File: config.mk
export PLATFORM = sky130hd
export DESIGN_NAME = flp_codec
export DESIGN_NICKNAME = d
export VERILOG_FILES = /design/src/rtl/flp_pkg.sv /design/src/rtl/flp_ctrl.sv /design/src/rtl/flp_datapath.sv /design/src/rtl/flp_codec.sv
export SDC_FILE = /design/constraint.sdc
export NUM_CORES = 1
export LEC_CHECK = 0
export BUFFER_PORTS_ARGS = -buffer_cell sky130_fd_sc_hd__buf_2
export CORE_AREA = 2 2 114 144
export CTS_BUF_LIST = sky130_fd_sc_hd__clkbuf_8
export CTS_CLUSTER_DIAMETER = 200
export DETAILED_ROUTE_END_ITERATION = 12
export DIE_AREA = 0 0 116 146
export PLACE_DENSITY = 0.52
export SLEW_MARGIN = 20
export SYNTH_ARGS = -nofsm -noshare
export SYNTH_HDL_FRONTEND = slang
export SYNTH_SLANG_ARGS = --single-unit
File: constraint.sdc
create_clock -name clk -period 5.92 [get_ports clk]
set_input_delay 0.296 -clock clk [delete_from_list [all_inputs] [get_ports clk]]
set_output_delay 0.296 -clock clk [all_outputs]
set_load 0.01 [all_outputs]
File: src/rtl/flp_pkg.sv
package flp_pkg;

  localparam int unsigned FLP_SLOTS  = 33;
  localparam int unsigned FLP_FRAMES = 17;
  localparam int unsigned FLP_BITS   = 16;
  localparam logic [4:0]  FLP_SELECTOR = 5'b00001;

  // strobes from the sequencer to the datapath
  typedef struct packed {
    logic txLoad;    // capture a new word
    logic txFire;    // launch one pulse
    logic txShift;   // a data slot was consumed
    logic rxShift;   // a framing pulse closed a bit cell
    logic rxBit;     // value of that bit cell
    logic rxCommit;  // publish the assembled word
  } flpStrobe_t;

endpackage

File: src/rtl/flp_ctrl.sv
module flp_ctrl
  import flp_pkg::*;
#(
  parameter int unsigned HALF_CYCLES    = 6250,
  parameter int unsigned WINDOW_CYCLES  = 800,
  parameter int unsigned TIMEOUT_CYCLES = 2 * HALF_CYCLES + 2 * WINDOW_CYCLES
) (
  input  logic       clk,
  input  logic       rstN,
  input  logic       txStart,
  input  logic       pulseIn,
  input  logic       txBit,
  output flpStrobe_t strb,
  output logic       txBusy,
  output logic       rxValid,
  output logic       rxError,
  output logic       rxShort
);

  localparam int unsigned CNT_W = $clog2(TIMEOUT_CYCLES + 1);
  localparam logic [CNT_W-1:0] HALF_LAST = CNT_W'(HALF_CYCLES - 1);
  localparam logic [CNT_W-1:0] DATA_LO   = CNT_W'(HALF_CYCLES - WINDOW_CYCLES);
  localparam logic [CNT_W-1:0] DATA_HI   = CNT_W'(HALF_CYCLES + WINDOW_CYCLES);
  localparam logic [CNT_W-1:0] FRAME_LO  = CNT_W'(2 * HALF_CYCLES - WINDOW_CYCLES);
  localparam logic [CNT_W-1:0] FRAME_HI  = CNT_W'(2 * HALF_CYCLES + WINDOW_CYCLES);
  localparam logic [CNT_W-1:0] TIMEOUT_V = CNT_W'(TIMEOUT_CYCLES);
  localparam logic [5:0] SLOT_LAST  = 6'(FLP_SLOTS - 1);
  localparam logic [4:0] FRAME_LAST = 5'(FLP_FRAMES - 1);

  // ---------------- transmit sequencing ----------------
  logic [CNT_W-1:0] txCnt;
  logic [5:0]       txSlot;
  logic             slotTick, txLast;

  always_comb begin
    slotTick = txBusy && (txCnt == '0);
    txLast   = txBusy && (txCnt == HALF_LAST) && (txSlot == SLOT_LAST);
  end

  always_ff @(posedge clk) begin
    if (!rstN) begin
      txBusy <= 1'b0;
      txCnt  <= '0;
      txSlot <= '0;
    end else if (!txBusy) begin
      if (txStart) begin
        txBusy <= 1'b1;
        txCnt  <= '0;
        txSlot <= '0;
      end
    end else if (txCnt == HALF_LAST) begin
      txCnt <= '0;
      if (txSlot == SLOT_LAST) txBusy <= 1'b0;
      else                     txSlot <= txSlot + 6'd1;
    end else begin
      txCnt <= txCnt + 1'b1;
    end
  end

  // ---------------- receive tracking ----------------
  logic             rxPrev, rxActive, gotData, badSeen;
  logic [CNT_W-1:0] rxTimer;
  logic [4:0]       frameCnt;
  logic             rise, inData, inFrame;
  logic             frameHit, dataHit, stray, timeoutHit, lastFrame;

  always_comb begin
    rise       = pulseIn && !rxPrev;
    inData     = (rxTimer >= DATA_LO) && (rxTimer <= DATA_HI);
    inFrame    = (rxTimer >= FRAME_LO) && (rxTimer <= FRAME_HI);
    timeoutHit = rxActive && (rxTimer == TIMEOUT_V);
    frameHit   = rxActive && !timeoutHit && rise && inFrame;
    dataHit    = rxActive && !timeoutHit && rise && inData && !gotData;
    stray      = rxActive && !timeoutHit && rise && !frameHit && !dataHit;
    lastFrame  = frameHit && (frameCnt == FRAME_LAST);
  end

  always_ff @(posedge clk) begin
    if (!rstN) begin
      rxPrev   <= 1'b0;
      rxActive <= 1'b0;
      gotData  <= 1'b0;
      badSeen  <= 1'b0;
      rxTimer  <= '0;
      frameCnt <= '0;
      rxValid  <= 1'b0;
      rxError  <= 1'b0;
      rxShort  <= 1'b0;
    end else begin
      rxPrev  <= pulseIn;
      rxValid <= 1'b0;
      rxError <= 1'b0;
      rxShort <= 1'b0;
      if (!rxActive) begin
        if (rise) begin
          rxActive <= 1'b1;
          rxTimer  <= CNT_W'(1);
          frameCnt <= 5'd1;
          gotData  <= 1'b0;
          badSeen  <= 1'b0;
        end
      end else if (timeoutHit) begin
        rxActive <= 1'b0;
        rxError  <= badSeen;
        rxShort  <= !badSeen;
      end else begin
        rxTimer <= rxTimer + 1'b1;
        if (dataHit) gotData <= 1'b1;
        if (stray)   badSeen <= 1'b1;
        if (frameHit) begin
          rxTimer  <= CNT_W'(1);
          gotData  <= 1'b0;
          frameCnt <= frameCnt + 5'd1;
          if (lastFrame) begin
            rxActive <= 1'b0;
            rxValid  <= !badSeen;
            rxError  <= badSeen;
          end
        end
      end
    end
  end

  always_comb begin
    strb.txLoad   = !txBusy && txStart;
    strb.txFire   = slotTick && (!txSlot[0] || txBit);
    strb.txShift  = slotTick && txSlot[0];
    strb.rxShift  = frameHit;
    strb.rxBit    = gotData;
    strb.rxCommit = lastFrame && !badSeen;
  end

  // once running, only the final slot ends the burst
  a_r5_busy_holds: assert property (@(posedge clk) disable iff (!rstN)
    (txBusy && !txLast) |=> txBusy);

  // an idle transmitter given a start becomes busy next cycle
  a_r5_start_accepted: assert property (@(posedge clk) disable iff (!rstN)
    (!txBusy && txStart) |=> txBusy);

  // outcome flags never coincide
  a_r10_one_outcome: assert property (@(posedge clk) disable iff (!rstN)
    $onehot0({rxValid, rxError, rxShort}));

  // an active burst never counts past the last framing pulse
  a_r6_frames_bounded: assert property (@(posedge clk) disable iff (!rstN)
    rxActive |-> (frameCnt >= 5'd1 && frameCnt <= FRAME_LAST));

  // a publish strobe is always followed by a valid flag
  a_r10_commit_valid: assert property (@(posedge clk) disable iff (!rstN)
    strb.rxCommit |=> rxValid);

endmodule

File: src/rtl/flp_datapath.sv
module flp_datapath
  import flp_pkg::*;
#(
  parameter int unsigned PULSE_CYCLES = 10
) (
  input  logic                clk,
  input  logic                rstN,
  input  flpStrobe_t          strb,
  input  logic [FLP_BITS-1:0] txWord,
  output logic                txBit,
  output logic                txPulse,
  output logic [FLP_BITS-1:0] rxWord
);

  localparam int unsigned PW_W = $clog2(PULSE_CYCLES + 1);
  localparam logic [FLP_BITS-1:0] SEL_MASK = FLP_BITS'(5'h1F);
  localparam logic [FLP_BITS-1:0] SEL_VAL  = FLP_BITS'(FLP_SELECTOR);

  logic [FLP_BITS-1:0] txSh, rxSh;
  logic [PW_W-1:0]     widthCnt;

  // outgoing word, selector field forced
  always_ff @(posedge clk) begin
    if (!rstN)              txSh <= '0;
    else if (strb.txLoad)   txSh <= (txWord & ~SEL_MASK) | SEL_VAL;
    else if (strb.txShift)  txSh <= {1'b0, txSh[FLP_BITS-1:1]};
  end
  assign txBit = txSh[0];

  // single pulse-width timer for every pulse of the burst
  always_ff @(posedge clk) begin
    if (!rstN)                widthCnt <= '0;
    else if (strb.txFire)     widthCnt <= PW_W'(PULSE_CYCLES);
    else if (widthCnt != '0)  widthCnt <= widthCnt - 1'b1;
  end
  assign txPulse = (widthCnt != '0);

  // incoming bits enter at the top so the first one ends at bit 0
  always_ff @(posedge clk) begin
    if (!rstN) begin
      rxSh   <= '0;
      rxWord <= '0;
    end else begin
      if (strb.rxShift)  rxSh   <= {strb.rxBit, rxSh[FLP_BITS-1:1]};
      if (strb.rxCommit) rxWord <= {strb.rxBit, rxSh[FLP_BITS-1:1]};
    end
  end

  // a new pulse is only launched after the previous one has finished
  a_r4_no_overlap: assert property (@(posedge clk) disable iff (!rstN)
    strb.txFire |-> (widthCnt == '0));

  // the timer is reloaded to its full width by each launch
  a_r4_full_width: assert property (@(posedge clk) disable iff (!rstN)
    strb.txFire |=> (widthCnt == PW_W'(PULSE_CYCLES)));

  // the published word changes only on a commit strobe
  a_r8_word_held: assert property (@(posedge clk) disable iff (!rstN)
    !strb.rxCommit |=> $stable(rxWord));

endmodule

File: src/rtl/flp_codec.sv
module flp_codec
  import flp_pkg::*;
#(
  parameter int unsigned HALF_CYCLES    = 6250,
  parameter int unsigned PULSE_CYCLES   = 10,
  parameter int unsigned WINDOW_CYCLES  = 800,
  parameter int unsigned TIMEOUT_CYCLES = 2 * HALF_CYCLES + 2 * WINDOW_CYCLES
) (
  input  logic        clk,
  input  logic        rstN,
  input  logic        txStart,
  input  logic [15:0] txWord,
  output logic        txBusy,
  output logic        txPulse,
  input  logic        rxPulseIn,
  output logic [15:0] rxWord,
  output logic        rxValid,
  output logic        rxError,
  output logic        rxShort
);

  flpStrobe_t strb;
  logic       txBit;

  flp_ctrl #(
    .HALF_CYCLES   (HALF_CYCLES),
    .WINDOW_CYCLES (WINDOW_CYCLES),
    .TIMEOUT_CYCLES(TIMEOUT_CYCLES)
  ) uCtrl (
    .clk     (clk),
    .rstN    (rstN),
    .txStart (txStart),
    .pulseIn (rxPulseIn),
    .txBit   (txBit),
    .strb    (strb),
    .txBusy  (txBusy),
    .rxValid (rxValid),
    .rxError (rxError),
    .rxShort (rxShort)
  );

  flp_datapath #(
    .PULSE_CYCLES(PULSE_CYCLES)
  ) uData (
    .clk     (clk),
    .rstN    (rstN),
    .strb    (strb),
    .txWord  (txWord),
    .txBit   (txBit),
    .txPulse (txPulse),
    .rxWord  (rxWord)
  );

endmodule

# Word-level counts from Yosys, hierarchy flattened
# Cells that the tools add are included.
# classes
add_sub_neg,5
bitwise,4
magnitude_cmp,4
mux,39
n_eq_ne,10
n_reduce_logical,42
# ops
cell,count
$mux W14,7
$mux W16,2
$add A14 B1 Y14 const B,2
$mux W6,4
$mux W1,20
$mux W5,4
$logic_and A1 B1 Y1,17
$reduce_and A3 Y1,5
$eq A14 B13 Y1 const B,1
$eq A14 B14 Y1 const B,1
$ge A14 B13 Y1 const B,1
$ge A14 B14 Y1 const B,1
$le A14 B13 Y1 const B,1
$le A14 B14 Y1 const B,1
$logic_not A14 Y1,1
$ne A2 B2 Y1 const B,5
$logic_not A1 Y1,8
$mux W4,2
$reduce_bool A2 Y1,4
$add A6 B1 Y6 const B,1
$eq A6 B6 Y1 const B,1
$add A5 B1 Y5 const B,1
$eq A5 B5 Y1 const B,1
$reduce_or A5 Y1,1
7 further kinds,12
# word_totals
input_bits,20
reg_bits,99

# Longest topological paths before layout
# depth
depth_word,12
ltp_mapped,9
depth_no_buf,7

# By module
# Synthesis repeated with hierarchy kept, for this count alone.
# hier_totals
hier_cells,512
hier_area_um2,4702.0
# modules_own_cells
mod,area_per_inst_um2,cells_each,n_inst
flp_ctrl,2687.6,326,1
flp_datapath,2014.4,186,1

# Worst setup path before layout
# No wires, ideal clock.
# synth_timing
path_kind,flip-flop to flip-flop
startpoint,register uCtrl.rxTimer[0]
endpoint,register uData.rxWord[10]
period_less_slack_ns,2.094
setup_time_ns,0.072
path_slack_ns,3.826
n_path_buf,1
stages_incl_launch_ff,9
arrival_time_ns,2.022
cell_sequence,dfxtp_1 inv_1 ha_1 and4_1 nand4_1 nand3_1 nor4_4 buf_6 mux2i_1
# synth_via
elab_chain_cells,8
# synth_rtl
item,line,source
from (decl),flp_ctrl.sv:62,logic [CNT_W-1:0] rxTimer;
from (signal assigned),flp_ctrl.sv:107,rxTimer <= rxTimer + 1'b1;
branches (longest 5 deep; another with $ge A14 B14 Y1),-,
$logic_and A1 B1 Y1 *,flp_ctrl.sv:72,frameHit = rxActive && !timeoutHit && rise && inFrame;
$logic_and A1 B1 Y1 *,flp_ctrl.sv:75,lastFrame = frameHit && (frameCnt == FRAME_LAST);
$logic_and A1 B1 Y1 *,flp_ctrl.sv:130,strb.rxCommit = lastFrame && !badSeen;
to (signal assigned),flp_datapath.sv:45,"if (strb.rxCommit) rxWord <= {strb.rxBit, rxSh[FLP_BITS-1:1]};"
to (decl),flp_datapath.sv:12,output logic [FLP_BITS-1:0] rxWord
# Every way passes the cells marked *.
# A chain may end at the register's enable or synchronous reset.

# Worst setup path in the final report
# layout_timing
startpoint,register uCtrl.rxTimer[0]
endpoint,register uData.rxWord[2]
# The elaborated chain is that of the path after synthesis.

==> summary.md <==
| Metric | Value |
|---|---|
| Status | finished, final reports clean |
| NetSw | 0.000312 W |
| R2R Path End | uData.rxWord[2] |
| Die Area | 16900 µm² |
| Fin crit period | 2.76 ns |
| Final Skew | 0.0102 ns |
| Synth top area share | 42.8% |
| Drt pass-1 iters | 4 |
| Pin count of the biggest net entering global routing | 49 |
| Worst Hold Class | in2reg |
| EDFF count, synth | 0 |
| Die X | 116 µm |
| Unrepaired setup endpoints after global routing | no |
| MaxCap Viol Count | 0 |
| DRT iter0 DRCs | 138 |
| Routed length per instance | 12.9 µm |
| Predominant post-synthesis flop cell | dfxtp_1 |
| Clock power frac | 36.6% |
| Final setup fails | 0 |
| I/O pin total | 41 |
| CTS H-Tree Depth | 3 |
| GP Congestion | 0.809 |
| Number of gates resized after CTS | 0 |
| Yosys top cell by area | dfxtp_1 |
| TritonCTS clock tree | yes |
| Die H | 146 µm |
| Leakage | 1.90 nW |
| Post-CTS Setup Bufs | 0 |
| Grt ovf | 0 |
| Final ANT Viol Nets | 0 |
| Yosys reg bits | 98 |
| Worst-path clk slew | 0.09 ns |
| Clock Sinks | 98 |
| Total track usage | 12.3% |
| Relative slew margins | 28.6% |
| Tcrit/Tclk final | 46.6% |
| FILL cells | 1687 |
| Vias | 3822 |
| Core Area | 15400 µm² |
| Initial antenna violation count | 0 |
| # rows | 51 |
| Most frequent cells after synthesis | dfxtp_1 (98), nand2_1 (59), nor2_1 (54) |
| Number of global-route vias before repair | 3761 |
| Seq/Total Area, Yosys | 42.8% |
| DRT Wirelength | 9930 µm |
| DRC Markers | 0 |
| Register share of total power | 56.2% |
| Via density | 4.98 |
| Quantity of I/O buffers inserted on ports | 35 |
| Pwr Density | 240 nW/µm² |
| R2R setup slack | 3.16 ns |
| WHS | 0.173 ns |
| Nets | 580 |
| Cell with the most instances after synthesis | dfxtp_1 |
| Syn_nets | 567 |
| First-pass GRT wire length | 17300 µm |
| Yosys warns | 0 |
| Setup TNS | 0 ns |
| Pint | 0.000914 W |
| Area of the multi-input gates | 2410 µm² |
| Sw Share | 25.4% |
| Fin. max-slew vios | 0 |
| Comb power frac | 7.2% |
| Min-delay src | rxPulseIn |
| Worst-path fanout max | 23 |
| Yosys cell types | 59 |
| Root buffer cell | clkbuf_8 |
| Mapped Area | 4590 µm² |
| Diodes inserted | 0 |
| Share of layout cells above drive strength 1 | 11.9% |
| CTS max path bufs | 2 |
| Worst path arrival time | 3.05 ns |
| WP data required | 6.21 ns |
| Synth async-reset ratio | 0% |
| Layout area overhead | 11.1% |
| Max Fclk | 0.363 GHz |
| Worst-Margin Slew | 1.07 ns |
| Design Power | 0.00123 W |
| Reg2Reg Depth | 8 |
| Startpoint class of the critical path | flop |
| Post-DP HPWL | 6780 µm |
| Endpoints failing hold | 0 |
| FF-to-FF Start | uCtrl.rxTimer[0] |
| Worst Setup End Kind | flop |
| Reg area | 1960 µm² |
| Worst hold path depth | 2 |
| Clock Latency Late Sink | 0.36 ns |
| Synth Instances | 538 |
| WHS Endpoint | uCtrl.rxPrev |
| CP Class | reg2reg |
| Area contributors post-synth | dfxtp_1 (43%), mux2i_1 (7.0%), nand2_1 (4.8%) |
| CTS buffer count | 9 |
| Synthesized area per cell | 8.53 µm² |
| Max VDD drop | 0.0838 mV |
| # hold bufs at CTS | 0 |
| Initial Util | 29.7% |
[placed cells by master (no fill, tap or decap), types with 3 or more instances in the layout]
cell / Yosys / routed
a211oi_1: 14 / 14
a21oi_1: 37 / 37
a311oi_1: 3 / 3
a31oi_1: 7 / 7
and2_1: 4 / 4
and3_1: 4 / 4
buf_2: 4 / 35
buf_4: 0 / 4
clkbuf_8: 0 / 10
dfxtp_1: 98 / 98
ha_1: 9 / 9
inv_1: 14 / 14
mux2i_1: 32 / 32
nand2_1: 59 / 59
nand2b_1: 9 / 9
nand3_1: 34 / 34
nand4_1: 10 / 10
nor2_1: 54 / 54
nor2b_1: 3 / 3
nor3_1: 8 / 7
nor3b_1: 5 / 5
nor4_1: 5 / 5
o211ai_1: 3 / 3
o21ai_0: 30 / 30
xnor2_1: 4 / 4
xor2_1: 12 / 12
[critical path, stage by stage (launching register included)]
cell and delay [ns]:
dfxtp_1 0.46, inv_1 0.07, ha_1 0.22, and4_1 0.21, nand4_1 0.12, nand3_1 0.63, nor4_4 0.41, buf_4 0.33
mux2i_1 0.22
[cell type report]
class / instances / area share (%)
flip-flops and latches: 98 / 38.5
multi-input cells: 389 / 47.3
inverters: 14 / 1.03
repair buffers: 39 / 4.02
well taps: 212 / 5.20
clock buffers: 10 / 2.70
clock inverters: 5 / 1.25
[cells by family (layout without fill, tap and decap cells)]
| family | after synthesis | after routing | share of synthesized area [%] |
|---|---|---|---|
| and+or+nand+nor | 214 | 214 | 23.2 |
| adders and majority gates | 9 | 9 | 2.45 |
| DFF | 98 | 98 | 42.8 |
| AOI/OAI and AO/OA | 118 | 118 | 16.8 |
| muxes | 32 | 32 | 6.98 |
| xor gates and xnor gates | 16 | 16 | 3.05 |
| buffers and inverters | 51 | 68 | 4.77 |
[power by group through the flow]
stage / Clock (W) / Combinational [W] / Sequential [W]
final: 0.000449 / 0.0000885 / 0.000689
after global routing: 0.000491 / 0.000101 / 0.000692
after CTS: 0.000466 / 0.0000900 / 0.000689
after detailed placement: 0 / 0.0000895 / 0.000704
after global placement: 0 / 0.0000877 / 0.000704
after floorplan: 0 / 0.0000708 / 0.000698
[state kept, by name, summed over array words and instances (netlist names), 4 cells and up]
register        flops
uCtrl.txSlot        6
uCtrl.frameCnt      5
uData.widthCnt      4
uCtrl.rxTimer      14
uData.rxSh         15
uData.rxWord       16
uCtrl.txCnt        14
uData.txSh         16
[layer usage]
layer	vias to the layer above	part of all wire (%)	global-route usage (%)
met5	-	0	0
met4	0	1.5	4.35
met3	11	2.2	2.42
met2	40	51	21.4
met1	1840	46	14.8
li1	1931	-	-
[through the flow]
step                util, %  setup slack (ns)  instances  cell area, µm²
floorplan                 -              3.83        538            4590
global placement       31.7              3.27        752            4900
detailed placement     31.7              3.15        752            4900
CTS                    33.0              3.15        767            5100
global route           33.0              2.88        767            5100
finish                 33.0              3.16        767            5100
[how the worst max path moves through the flow]
stage / start / end / slack (ns) / depth (start not counted)
5_1_grt: uCtrl.rxTimer[0] / uData.rxWord[8] / 2.88 / 8
6_report: uCtrl.rxTimer[0] / uData.rxWord[2] / 3.16 / 8
3_3_place_gp: uCtrl.rxTimer[0] / uData.rxWord[1] / 3.27 / 8
3_5_place_dp: uCtrl.rxTimer[0] / uData.rxWord[8] / 3.15 / 8
4_1_cts: uCtrl.rxTimer[0] / uData.rxWord[8] / 3.15 / 8
2_1_floorplan: uCtrl.rxTimer[0] / uData.rxWord[10] / 3.83 / 8
No activity file was read; power rests on OpenSTA's default activity.
